## src/rtl/dr_pkg.sv

```systemverilog
`timescale 1ns/1ps
package dr_pkg;
  localparam int LREGS  = 8;
  localparam int PREGS  = 32;
  localparam int STORES = 8;
  localparam int LW = $clog2(LREGS);
  localparam int PW = $clog2(PREGS);
  localparam int SW = $clog2(STORES);

  typedef logic [LW-1:0] lreg_t;
  typedef logic [PW-1:0] preg_t;
  typedef logic [SW-1:0] sid_t;
  typedef logic [1:0]    pmask_t;

  // one-hot mask naming a path
  function automatic pmask_t path_bit(input logic p);
    path_bit = p ? 2'b10 : 2'b01;
  endfunction
endpackage

```

## src/rtl/dr_freelist.sv

```systemverilog
`timescale 1ns/1ps
module dr_freelist import dr_pkg::*; (
  input  logic  clk,
  input  logic  rst_n,
  input  logic  alloc,
  input  logic  alloc_spec,
  input  logic  alloc_path,
  input  logic  resolve,
  input  logic  win,
  input  logic  rel_valid,
  input  preg_t rel_preg,
  output logic  free_any,
  output preg_t free_idx
);
  logic [PREGS-1:0] free_q, by0_q, by1_q;
  logic [PREGS-1:0] grab_vec, ret_vec, lost_vec;

  function automatic preg_t first_set(input logic [PREGS-1:0] v);
    first_set = '0;
    for (int i = PREGS - 1; i >= 0; i--)
      if (v[i]) first_set = preg_t'(i);
  endfunction

  assign free_any = |free_q;
  assign free_idx = first_set(free_q);
  assign grab_vec = alloc ? ({{(PREGS-1){1'b0}}, 1'b1} << free_idx) : '0;
  assign lost_vec = win ? by0_q : by1_q;
  assign ret_vec  = (rel_valid ? ({{(PREGS-1){1'b0}}, 1'b1} << rel_preg) : '0)
                  | (resolve ? lost_vec : '0);

  always_ff @(posedge clk or negedge rst_n) begin
    if (!rst_n) begin
      free_q <= {PREGS{1'b1}} << LREGS;
      by0_q  <= '0;
      by1_q  <= '0;
    end else begin
      free_q <= (free_q & ~grab_vec) | ret_vec;
      if (resolve) begin
        by0_q <= '0;
        by1_q <= '0;
      end else if (alloc && alloc_spec) begin
        if (alloc_path) by1_q <= by1_q | grab_vec;
        else            by0_q <= by0_q | grab_vec;
      end
    end
  end

  assert_grab_from_free_R2: assert property (@(posedge clk) disable iff (!rst_n)
    alloc |-> free_any);
  assert_paths_disjoint_R3: assert property (@(posedge clk) disable iff (!rst_n)
    (by0_q & by1_q) == '0);
  assert_loser_returned_R8: assert property (@(posedge clk) disable iff (!rst_n)
    $past(resolve) |-> ((free_q & $past(lost_vec)) == $past(lost_vec)));
endmodule

```

## src/rtl/dr_maptable.sv

```systemverilog
`timescale 1ns/1ps
module dr_maptable import dr_pkg::*; (
  input  logic  clk,
  input  logic  rst_n,
  input  logic  rd_path,
  input  lreg_t rd_a,
  input  lreg_t rd_b,
  input  lreg_t rd_d,
  output preg_t map_a,
  output preg_t map_b,
  output preg_t map_d,
  input  logic  wr_en,
  input  logic  wr_spec,
  input  logic  wr_path,
  input  lreg_t wr_lreg,
  input  preg_t wr_preg,
  input  logic  resolve,
  input  logic  win,
  output logic  maps_same
);
  preg_t tbl [2][LREGS];

  function automatic logic tables_equal(input preg_t t [2][LREGS]);
    tables_equal = 1'b1;
    for (int l = 0; l < LREGS; l++)
      if (t[0][l] != t[1][l]) tables_equal = 1'b0;
  endfunction

  assign map_a     = tbl[rd_path][rd_a];
  assign map_b     = tbl[rd_path][rd_b];
  assign map_d     = tbl[rd_path][rd_d];
  assign maps_same = tables_equal(tbl);

  always_ff @(posedge clk or negedge rst_n) begin
    if (!rst_n) begin
      for (int p = 0; p < 2; p++)
        for (int l = 0; l < LREGS; l++)
          tbl[p][l] <= preg_t'(l);
    end else if (resolve) begin
      for (int l = 0; l < LREGS; l++)
        tbl[!win][l] <= tbl[win][l];
    end else if (wr_en) begin
      for (int p = 0; p < 2; p++)
        if (!wr_spec || wr_path == 1'(p))
          tbl[p][wr_lreg] <= wr_preg;
    end
  end

  assert_winner_copied_R8: assert property (@(posedge clk) disable iff (!rst_n)
    $past(resolve) |-> maps_same);
  assert_spec_write_one_side_R3: assert property (@(posedge clk) disable iff (!rst_n)
    (wr_en && wr_spec && !resolve && maps_same && (map_d != wr_preg) && (rd_d == wr_lreg))
      |=> !maps_same);
endmodule

```

## src/rtl/dr_storegate.sv

```systemverilog
`timescale 1ns/1ps
module dr_storegate import dr_pkg::*; (
  input  logic  clk,
  input  logic  rst_n,
  input  logic  spec,
  input  logic  path,
  input  preg_t src_a,
  input  preg_t src_b,
  input  logic  dst_wr,
  input  preg_t dst_preg,
  input  logic  st_alloc,
  input  logic  resolve,
  input  logic  win,
  input  logic  wb_valid,
  input  sid_t  wb_sid,
  output logic  slot_any,
  output sid_t  slot_idx,
  output logic  wb_commit,
  output logic  wb_squash,
  output logic  wb_hold
);
  pmask_t           dep_q  [PREGS];
  pmask_t           sdep_q [STORES];
  logic [STORES-1:0] used_q, cancel_q;
  pmask_t           new_mask;
  logic             wb_hit, wb_spec, wb_done;

  function automatic sid_t first_clear(input logic [STORES-1:0] v);
    first_clear = '0;
    for (int i = STORES - 1; i >= 0; i--)
      if (!v[i]) first_clear = sid_t'(i);
  endfunction

  assign new_mask  = dep_q[src_a] | dep_q[src_b] | (spec ? path_bit(path) : 2'b00);
  assign slot_any  = ~&used_q;
  assign slot_idx  = first_clear(used_q);
  assign wb_hit    = wb_valid && used_q[wb_sid];
  assign wb_spec   = |sdep_q[wb_sid];
  assign wb_hold   = wb_hit && wb_spec;
  assign wb_commit = wb_hit && !wb_spec && !cancel_q[wb_sid];
  assign wb_squash = wb_hit && !wb_spec && cancel_q[wb_sid];
  assign wb_done   = wb_commit || wb_squash;

  always_ff @(posedge clk or negedge rst_n) begin
    if (!rst_n) begin
      for (int i = 0; i < PREGS; i++) dep_q[i] <= '0;
      for (int s = 0; s < STORES; s++) sdep_q[s] <= '0;
      used_q   <= '0;
      cancel_q <= '0;
    end else begin
      if (resolve) begin
        for (int i = 0; i < PREGS; i++) dep_q[i] <= '0;
        for (int s = 0; s < STORES; s++) begin
          if (sdep_q[s][!win]) cancel_q[s] <= 1'b1;
          sdep_q[s] <= '0;
        end
      end else begin
        if (dst_wr) dep_q[dst_preg] <= new_mask;
        if (st_alloc) begin
          used_q[slot_idx]   <= 1'b1;
          sdep_q[slot_idx]   <= new_mask;
          cancel_q[slot_idx] <= 1'b0;
        end
      end
      if (wb_done) used_q[wb_sid] <= 1'b0;
    end
  end

  assert_slot_alloc_free_R4: assert property (@(posedge clk) disable iff (!rst_n)
    st_alloc |-> slot_any);
  assert_one_verdict_R6: assert property (@(posedge clk) disable iff (!rst_n)
    $onehot0({wb_commit, wb_squash, wb_hold}));
  assert_loser_store_squashed_R7: assert property (@(posedge clk) disable iff (!rst_n)
    (resolve && wb_hit && sdep_q[wb_sid][!win] && !wb_done) |=> !wb_commit || !(wb_valid && $stable(wb_sid)));
endmodule

```

## src/rtl/dr_rename.sv

```systemverilog
`timescale 1ns/1ps
module dr_rename import dr_pkg::*; (
  input  logic          clk,
  input  logic          rst_n,
  input  logic          fork_valid,
  input  logic          res_valid,
  input  logic          res_win,
  input  logic          in_valid,
  input  logic          in_path,
  input  logic [LW-1:0] in_src_a,
  input  logic [LW-1:0] in_src_b,
  input  logic          in_has_dst,
  input  logic [LW-1:0] in_dst,
  input  logic          in_is_store,
  output logic          in_ready,
  output logic          in_accept,
  output logic [PW-1:0] out_pa,
  output logic [PW-1:0] out_pb,
  output logic [PW-1:0] out_pd,
  output logic [PW-1:0] out_old,
  output logic [SW-1:0] out_sid,
  input  logic          rel_valid,
  input  logic [PW-1:0] rel_preg,
  input  logic          wb_valid,
  input  logic [SW-1:0] wb_sid,
  output logic          wb_commit,
  output logic          wb_squash,
  output logic          wb_hold,
  output logic [1:0]    fetch_en,
  output logic          spec_active
);
  logic  spec_q, live_q;
  logic  do_fork, do_resolve, path_ok, rd_path;
  logic  free_any, slot_any, alloc, st_alloc, maps_same;
  preg_t free_idx, map_a, map_b, map_d;
  sid_t  slot_idx;

  // named control events
  assign do_fork    = fork_valid && !spec_q;
  assign do_resolve = res_valid && spec_q;
  assign path_ok    = spec_q || (in_path == live_q);
  assign rd_path    = spec_q ? in_path : live_q;
  assign in_ready   = !do_resolve && (!in_has_dst || free_any) && (!in_is_store || slot_any);
  assign in_accept  = in_valid && in_ready && path_ok;
  assign alloc      = in_accept && in_has_dst;
  assign st_alloc   = in_accept && in_is_store;

  assign out_pa      = map_a;
  assign out_pb      = map_b;
  assign out_pd      = free_idx;
  assign out_old     = map_d;
  assign out_sid     = slot_idx;
  assign fetch_en    = spec_q ? 2'b11 : path_bit(live_q);
  assign spec_active = spec_q;

  always_ff @(posedge clk or negedge rst_n) begin
    if (!rst_n) begin
      spec_q <= 1'b0;
      live_q <= 1'b0;
    end else if (do_resolve) begin
      spec_q <= 1'b0;
      live_q <= res_win;
    end else if (do_fork) begin
      spec_q <= 1'b1;
    end
  end

  dr_freelist u_free (
    .clk(clk), .rst_n(rst_n),
    .alloc(alloc), .alloc_spec(spec_q), .alloc_path(in_path),
    .resolve(do_resolve), .win(res_win),
    .rel_valid(rel_valid), .rel_preg(rel_preg),
    .free_any(free_any), .free_idx(free_idx)
  );

  dr_maptable u_map (
    .clk(clk), .rst_n(rst_n),
    .rd_path(rd_path), .rd_a(in_src_a), .rd_b(in_src_b), .rd_d(in_dst),
    .map_a(map_a), .map_b(map_b), .map_d(map_d),
    .wr_en(alloc), .wr_spec(spec_q), .wr_path(in_path),
    .wr_lreg(in_dst), .wr_preg(free_idx),
    .resolve(do_resolve), .win(res_win), .maps_same(maps_same)
  );

  dr_storegate u_store (
    .clk(clk), .rst_n(rst_n),
    .spec(spec_q), .path(in_path),
    .src_a(map_a), .src_b(map_b),
    .dst_wr(alloc), .dst_preg(free_idx),
    .st_alloc(st_alloc),
    .resolve(do_resolve), .win(res_win),
    .wb_valid(wb_valid), .wb_sid(wb_sid),
    .slot_any(slot_any), .slot_idx(slot_idx),
    .wb_commit(wb_commit), .wb_squash(wb_squash), .wb_hold(wb_hold)
  );

  assert_fetch_follows_R5: assert property (@(posedge clk) disable iff (!rst_n)
    $past(res_valid && spec_q) |-> (fetch_en == path_bit($past(res_win))));
  assert_stall_empty_R4: assert property (@(posedge clk) disable iff (!rst_n)
    (in_valid && in_has_dst && !free_any) |-> !in_accept);
  assert_maps_match_R10: assert property (@(posedge clk) disable iff (!rst_n)
    !spec_q |-> maps_same);
  assert_nested_fork_ignored_R11: assert property (@(posedge clk) disable iff (!rst_n)
    (spec_q && fork_valid && !res_valid) |=> spec_q);
endmodule

```

## config.mk

```make
export PLATFORM = sky130hd
export DESIGN_NAME = dr_rename
export DESIGN_NICKNAME = d
export VERILOG_FILES = /design/src/rtl/dr_pkg.sv /design/src/rtl/dr_freelist.sv /design/src/rtl/dr_maptable.sv /design/src/rtl/dr_storegate.sv /design/src/rtl/dr_rename.sv
export SDC_FILE = /design/constraint.sdc
export NUM_CORES = 1
export LEC_CHECK = 0
export BUFFER_PORTS_ARGS = -buffer_cell sky130_fd_sc_hd__buf_2
export CAP_MARGIN = 20
export CORE_AREA = 4 4 194 215
export CTS_CLUSTER_SIZE = 8
export DETAILED_ROUTE_END_ITERATION = 12
export DIE_AREA = 0 0 198 219
export GPL_ROUTABILITY_DRIVEN = 1
export PLACE_DENSITY_LB_ADDON = 0.25
export REMOVE_ABC_BUFFERS = 1
export SYNTH_ARGS = -nofsm -noshare
export SYNTH_HDL_FRONTEND = slang
export SYNTH_SLANG_ARGS = --single-unit
```

## constraint.sdc

```tcl
create_clock -name clk -period 5.1 [get_ports clk]
set_clock_uncertainty 0.1 [all_clocks]
set_input_delay 0.51 -clock clk [delete_from_list [all_inputs] [get_ports clk]]
set_output_delay 0.51 -clock clk [all_outputs]
set_load 0.03 [all_outputs]
```

# [After elaboration in Yosys (flattened, before gate mapping)]
# Cells that the tools add are included.
[totals] input_bits=28 register_bits=274 output_inout_bits=31
[op_classes] bitwise_logic=25 shifts=2 n_reduce_logical=56 n_eq_ne=10 muxes=160 magnitude_cmp=20
[op_table] op="$bwmux W80" count=8
[op_table] op="$mux W40" count=9
[op_table] op="$demux W40 S1" count=8
[op_table] op="$mux W32" count=10
[op_table] op="$mux W5" count=40
[op_table] op="$mux W80" count=2
[op_table] op="$mux W64" count=2
[op_table] op="$or A32 B32 Y32" count=4
[op_table] op="$bwmux W40" count=2
[op_table] op="$bwmux W64" count=1
[op_table] op="$shl A1 B5 Y32 const A" count=2
[op_table] op="$bmux W5 S3" count=3
[op_table] op="$mux W8" count=5
[op_table] op="$mux W35" count=1
[op_table] op="$and A32 B32 Y32" count=1
[op_table] op="$mux W16" count=2
[op_table] op="$not A32 Y32" count=1
[op_table] op="$reduce_or A32 Y1" count=1
[op_table] op="$mux W1" count=31
[op_table] op="$mux W30" count=1
[op_table] op="$mux W25" count=1
[op_table] op="$mux W2" count=12
[op_table] op="$mux W3" count=8
[op_table] op="$reduce_and A2 Y1" count=12
[op_table] op="other kinds (36)" count=106

# [Logic depth before layout (Yosys ltp)]
[depth] word_depth=40 ltp_mapped=16 ltp_nobuf=11

# [Hierarchy]
# A second synthesis with hierarchy kept.
[unflattened] hier_cells=1720 area_unflattened_um2=17038.8
[modules_own_cells] module="dr_maptable" n_inst=1 area_per_inst_um2=6248.5 cells_each=551 seq_area_each_um2=2031.9
[modules_own_cells] module="dr_storegate" n_inst=1 area_per_inst_um2=5471.5 cells_each=569 seq_area_each_um2=2402.3
[modules_own_cells] module="dr_freelist" n_inst=1 area_per_inst_um2=5156.2 cells_each=579 seq_area_each_um2=2432.3
[modules_own_cells] module="dr_rename" n_inst=1 area_per_inst_um2=162.7 cells_each=21 seq_area_each_um2=50.0

# [Worst setup path before layout]
# No wires, ideal clock.
[synth_timing] path_kind="register -> register" start="reg spec_q (netlist: spec_active)" end="reg u_store.dep_q[52] (netlist name)" arrival_ns=3.725 setup_slack_ns=1.115 period_less_slack_ns=3.985 setup_time_ns=0.159 path_stages_with_launch=14 t_required_ns=4.841 path_cell_list="dfrtp_1 > buf_2 > mux2i_1 > mux4_2 > mux2i_1 > buf_4 > mux2i_1 > mux2i_1 > mux2i_1 > mux2i_1 > mux2_2 > nor2_4 > buf_6 > a211oi_1"
[synth_via] elab_chain_len=17
[synth_rtl] element="start: declaration" line_no="dr_rename.sv:32" rtl="logic spec_q, live_q;"
[synth_rtl] element="start signal: assignment" line_no="dr_rename.sv:58" rtl="spec_q <= 1'b0;"
[synth_rtl] element="start signal: assignment" line_no="dr_rename.sv:61" rtl="spec_q <= 1'b0;"
[synth_rtl] element="start signal: assignment" line_no="dr_rename.sv:64" rtl="spec_q <= 1'b1;"
[synth_rtl] element="$mux W1" line_no="dr_rename.sv:42" rtl="assign rd_path = spec_q ? in_path : live_q;"
[synth_rtl] element="$not A1 Y2 (implied by the code)" line_no="dr_maptable.sv:29" rtl="assign map_a = tbl[rd_path][rd_a];"
[synth_rtl] element="$mux W40 (implied by the code) (3 in series)" line_no="dr_maptable.sv:29"
[synth_rtl] element="$bmux W5 S3" line_no="dr_maptable.sv:29"
[synth_rtl] element="$mux W5 (implied by the code) (2 in series)" line_no="dr_maptable.sv:29"
[synth_rtl] element="net out_pa[2]" line_no="dr_rename.sv:17" rtl="output logic [PW-1:0] out_pa,"
[synth_rtl] element="$not A5 Y6 (implied by the code)" line_no="dr_storegate.sv:34" rtl="assign new_mask = dep_q[src_a] | dep_q[src_b] | (spec ? path_bit(path) : 2'b00);"
[synth_rtl] element="$bmux W2 S5" line_no="dr_storegate.sv:34"
[synth_rtl] element="$mux W2 (implied by the code) (2 in series)" line_no="dr_storegate.sv:34"
[synth_rtl] element="$or A2 B2 Y2 (2 in series)" line_no="dr_storegate.sv:34"
[synth_rtl] element="$bwmux W64" line_no="dr_storegate.sv:58" rtl="if (dst_wr) dep_q[dst_preg] <= new_mask;"
[synth_rtl] element="$mux W64" line_no="dr_storegate.sv:58"
[synth_rtl] element="$mux W64" line_no="dr_storegate.sv:51" rtl="if (resolve) begin"
[synth_rtl] element="end signal: indexed assignment" line_no="dr_storegate.sv:58"
[synth_rtl] element="end: declaration" line_no="dr_storegate.sv:22" rtl="pmask_t dep_q [PREGS];"
# The timed path passes the listed nets, and every way through them passes these cells. The select of a mux whose other input is x is not followed.
# A chain may end at the register's enable or synchronous reset.

# [Final worst setup path]
[layout_timing] start="reg u_free.free_q[21]" end="out out_pd[0]"
[layout_via] elab_chain_len=22
[layout_rtl] element="start: declaration" line_no="dr_freelist.sv:15" rtl="logic [PREGS-1:0] free_q, by0_q, by1_q;"
[layout_rtl] element="start signal: assignment" line_no="dr_freelist.sv:33" rtl="free_q <= {PREGS{1'b1}} << LREGS;"
[layout_rtl] element="start signal: assignment" line_no="dr_freelist.sv:37" rtl="free_q <= (free_q & ~grab_vec) | ret_vec;"
[layout_rtl] element="$mux W5 (22 in series)" line_no="dr_freelist.sv:21" rtl="if (v[i]) first_set = preg_t'(i);"
[layout_rtl] element="end: declaration" line_no="dr_rename.sv:19" rtl="output logic [PW-1:0] out_pd,"
# Every way passes these cells.

==> impl_results.md <==
- Register Area: 6920 sq um
- Power Internal: 5.16 mW
- Filler instances: 3835
- Reg clk slew, reported paths: 0.05 ns
- Htree depth: 2
- Clock Power Share: 29.8%
- Clock Latency Late Sink: 0.58 ns
- Share of cells above drive strength 1: 15.5%
- Critical path peak fanout: 16
- Core area: 39700 sq um
- Critical Path RT: 4.49 ns
- Routed wire length: 50700 um
- Slew @ Worst Pin: 1.14 ns
- Mapped cell area: 15700 sq um
- DR WL/cell: 22.7 um
- Gr ovfl total: 0
- Dpl hpwl: 35500 um
- DR pass1 iterations: 5
- Pwr Total: 8.49 mW
- Die X: 198 um
- WS Path Type: reg2out
- Logic pwr share: 33.3%
- Avg Synthesized Cell Area: 9.57 sq um
- Synth Warn #: 0
- Synthesis-to-layout area growth: 13.5%
- Antenna violations before repair: 0
- Final Hold Vio Count: 0
- Outcome: complete, no violations
- Post-synth top area cell: dfrtp_1
- Ys flop type: dfrtp_1
- Initial core utilization: 39.4%
- Cells after synthesis: 1635
- TritonCTS clock tree: built
- NetSw: 3.33 mW
- Die Ht: 219 um
- Worst setup SP type: flip-flop
- I/O pin total: 59
- GRT Util Overall: 23.1%
- Largest net degree at the start of global routing: 122
- Slew headroom: 24.3%
- Finished Layout Cells: 2228
- CP endpoint kind: output pin
- Unique masters post-synth: 76
- Arr. time, crit path: 3.75 ns
- Final core occ: 44.8%
- Sw frac: 39.2%
- DRT antenna net count: 0
- Slew Viols, Final: 0
- Number of global-route vias before repair: 13197
- VDD IR-drop max: 0.394 mV
- Synth async-reset ratio: 100%
- Unrepaired setup endpoints after global routing: false
- Final setup fails: 0
- Pwr Density: 478 nW/um^2
- Main area contributors after synthesis: dfrtp_1 36%, mux2i_1 11%, dfstp_2 8.1%, a21oi_1 6.4%, mux4_2 5.3%
- Area share of the largest cell type after synthesis: 36.1%
- Area of the multi-input gates: 8180 sq um
- Flops & latches, synth: 274
- Leak: 7.47 nW
- DRC viols: 0
- First-pass GRT wire length: 79000 um
- Sequential area share after synthesis: 44.2%
- Period minus WS final: 4.36 ns
- Post-synth EDFFs: 0
- Antenna Cells: 0
- Max-cap violations: 0
- Cell total after placement: 2152
- Final Cycle Share: 85.5%
- Routed vias: 13650
- Clock sink count: 274
- Gp weighted congestion: 0.962
- Hold WC Path Type: in2reg
- Maximum clock insertion buffer count: 3
- Row cnt: 77
- Die area: 43400 sq um
- CTS buffer count: 40
- Clk root buf: clkbuf_16
- I/O Buffers: 58
- Max Clk Rate: 229 MHz
- Vias/cell: 6.13
- Nets@finish: 1713
- 1st-iter DRT viols: 1230
- Sequential share of power: 36.8%
-- power groups by stage --
stage,clock network [mW],registers (mW),logic [mW]
2_1_floorplan,0,2.92,1.90
3_3_place_gp,0,3.12,2.77
3_5_place_dp,0,3.13,2.82
4_1_cts,2.58,3.10,2.83
5_1_grt,2.69,3.16,3.06
6_report,2.53,3.13,2.83
-- cell usage in the layout (no fill, tap or decap), types with 24 or more instances in the layout --
cell type | synthesis | routed
dfrtp_1 | 226 | 226
buf_4 | 4 | 39
a211oi_1 | 26 | 26
nor2_1 | 215 | 213
nand2b_1 | 24 | 24
inv_1 | 26 | 26
mux4_2 | 37 | 37
dfstp_2 | 48 | 48
nor3_1 | 39 | 39
nand3_1 | 28 | 28
a21oi_1 | 201 | 201
clkbuf_16 | 0 | 40
a22oi_1 | 31 | 31
mux2i_1 | 176 | 175
nand2_1 | 125 | 124
clkbuf_1 | 66 | 28
buf_2 | 11 | 58
o21ai_0 | 139 | 139
o221ai_1 | 25 | 25
-- cell families (layout without fill, tap and decap cells) --
family / after synthesis / count (layout) / share of synthesized area, %
multiplexers: 227 / 227 / 18.1
AND/OR/NAND/NOR: 497 / 497 / 14.3
AO/OA/AOI/OAI: 508 / 508 / 19.6
XOR/XNOR: 1 / 1 / 0.0560
buffers and inverters: 128 / 208 / 3.80
flip-flops: 274 / 274 / 44.2
-- worst paths after layout --
check                                  start  slack (ns)  cells past startpoint                end
max reg2reg                      spec_active        0.75                     13  u_store.dep_q[10]
min                               fork_valid         0.1                      3        spec_active
min reg2reg                  u_free.by1_q[5]        0.39                      2    u_free.by1_q[5]
max in group asynchronous              rst_n        3.19                      3  u_store.dep_q[48]
max                        u_free.free_q[21]        0.74                     10          out_pd[0]
min in group asynchronous              rst_n        0.43                      2      u_map.tbl[39]
-- final cells by class --
class                   instances  share of cell area, %
clock buffers                  69                   6.30
clock inverters                 3                  0.430
inverters                      30                  0.634
multi-input cells            1233                   46.0
flip-flops and latches        274                   38.9
well taps                     513                   3.61
repair buffers                106                   4.06
-- registers in the layout (all words and copies together), names as in the netlist, 8 cells and up --
signal and flops:
u_map.tbl 80, u_store.used_q 8, u_store.cancel_q 8, u_store.dep_q 64
u_free.by0_q 32, u_free.free_q 32, u_store.sdep_q 16, u_free.by1_q 32
-- metal layers --
layer	routed length [um]	GRT usage, %
met5	0	0
met3	3580	4.15
met4	1670	8.59
met1	22000	32.5
met2	23400	35.9
-- metrics by stage --
stage | setup WS (ns) | hold WS [ns] | TNS, ns | instance area, sq um
6_report | 0.741 | 0.0997 | 0 | 17800
3_5_place_dp | 0.565 | 0.381 | 0 | 16500
5_1_grt | 0.493 | 0.105 | 0 | 17800
4_1_cts | 0.726 | 0.0884 | 0 | 17700
3_3_place_gp | 0.680 | 0.375 | 0 | 16500
2_1_floorplan | -1.89 | 0.114 | -121.60 | 15200
-- cell usage after synthesis (5+ instances only) --
cell type  number
a211oi_1       26
a21oi_1       201
a221o_1        13
a22oi_1        31
a31oi_1        12
and2_1          6
buf_1           6
buf_2          11
buf_6          10
clkbuf_1       66
dfrtp_1       226
dfstp_2        48
inv_1          26
mux2_2          7
mux2i_1       176
mux4_2         37
nand2_1       125
nand2b_1       24
nand3_1        28
nor2_1        215
nor2b_1        16
nor3_1         39
nor4_1         11
o21ai_0       139
o21ai_1         5
o221ai_1       25
o22a_1          5
o22ai_1         7
or2_2           5
-- critical path, stage by stage, from the launching register on --
cell and delay, ns:
dfstp_2 0.55, inv_1 0.06, a21oi_1 0.13, nor2_1 0.06, o41a_1 0.30, a311oi_1 0.34
o21ai_0 0.22, a21o_1 0.39, a21o_1 0.44, inv_1 0.40, buf_2 0.28
-- what timing repair did --
item | 4_1_cts | 5_1_grt
hold buffers | 1 | 0
endpoints found under the setup margin | 0 | 0
resized for setup | 0 | 0
setup buffers | 0 | 0
endpoints found under the hold margin | 93 | 0
(Power assumes the default switching activity.)
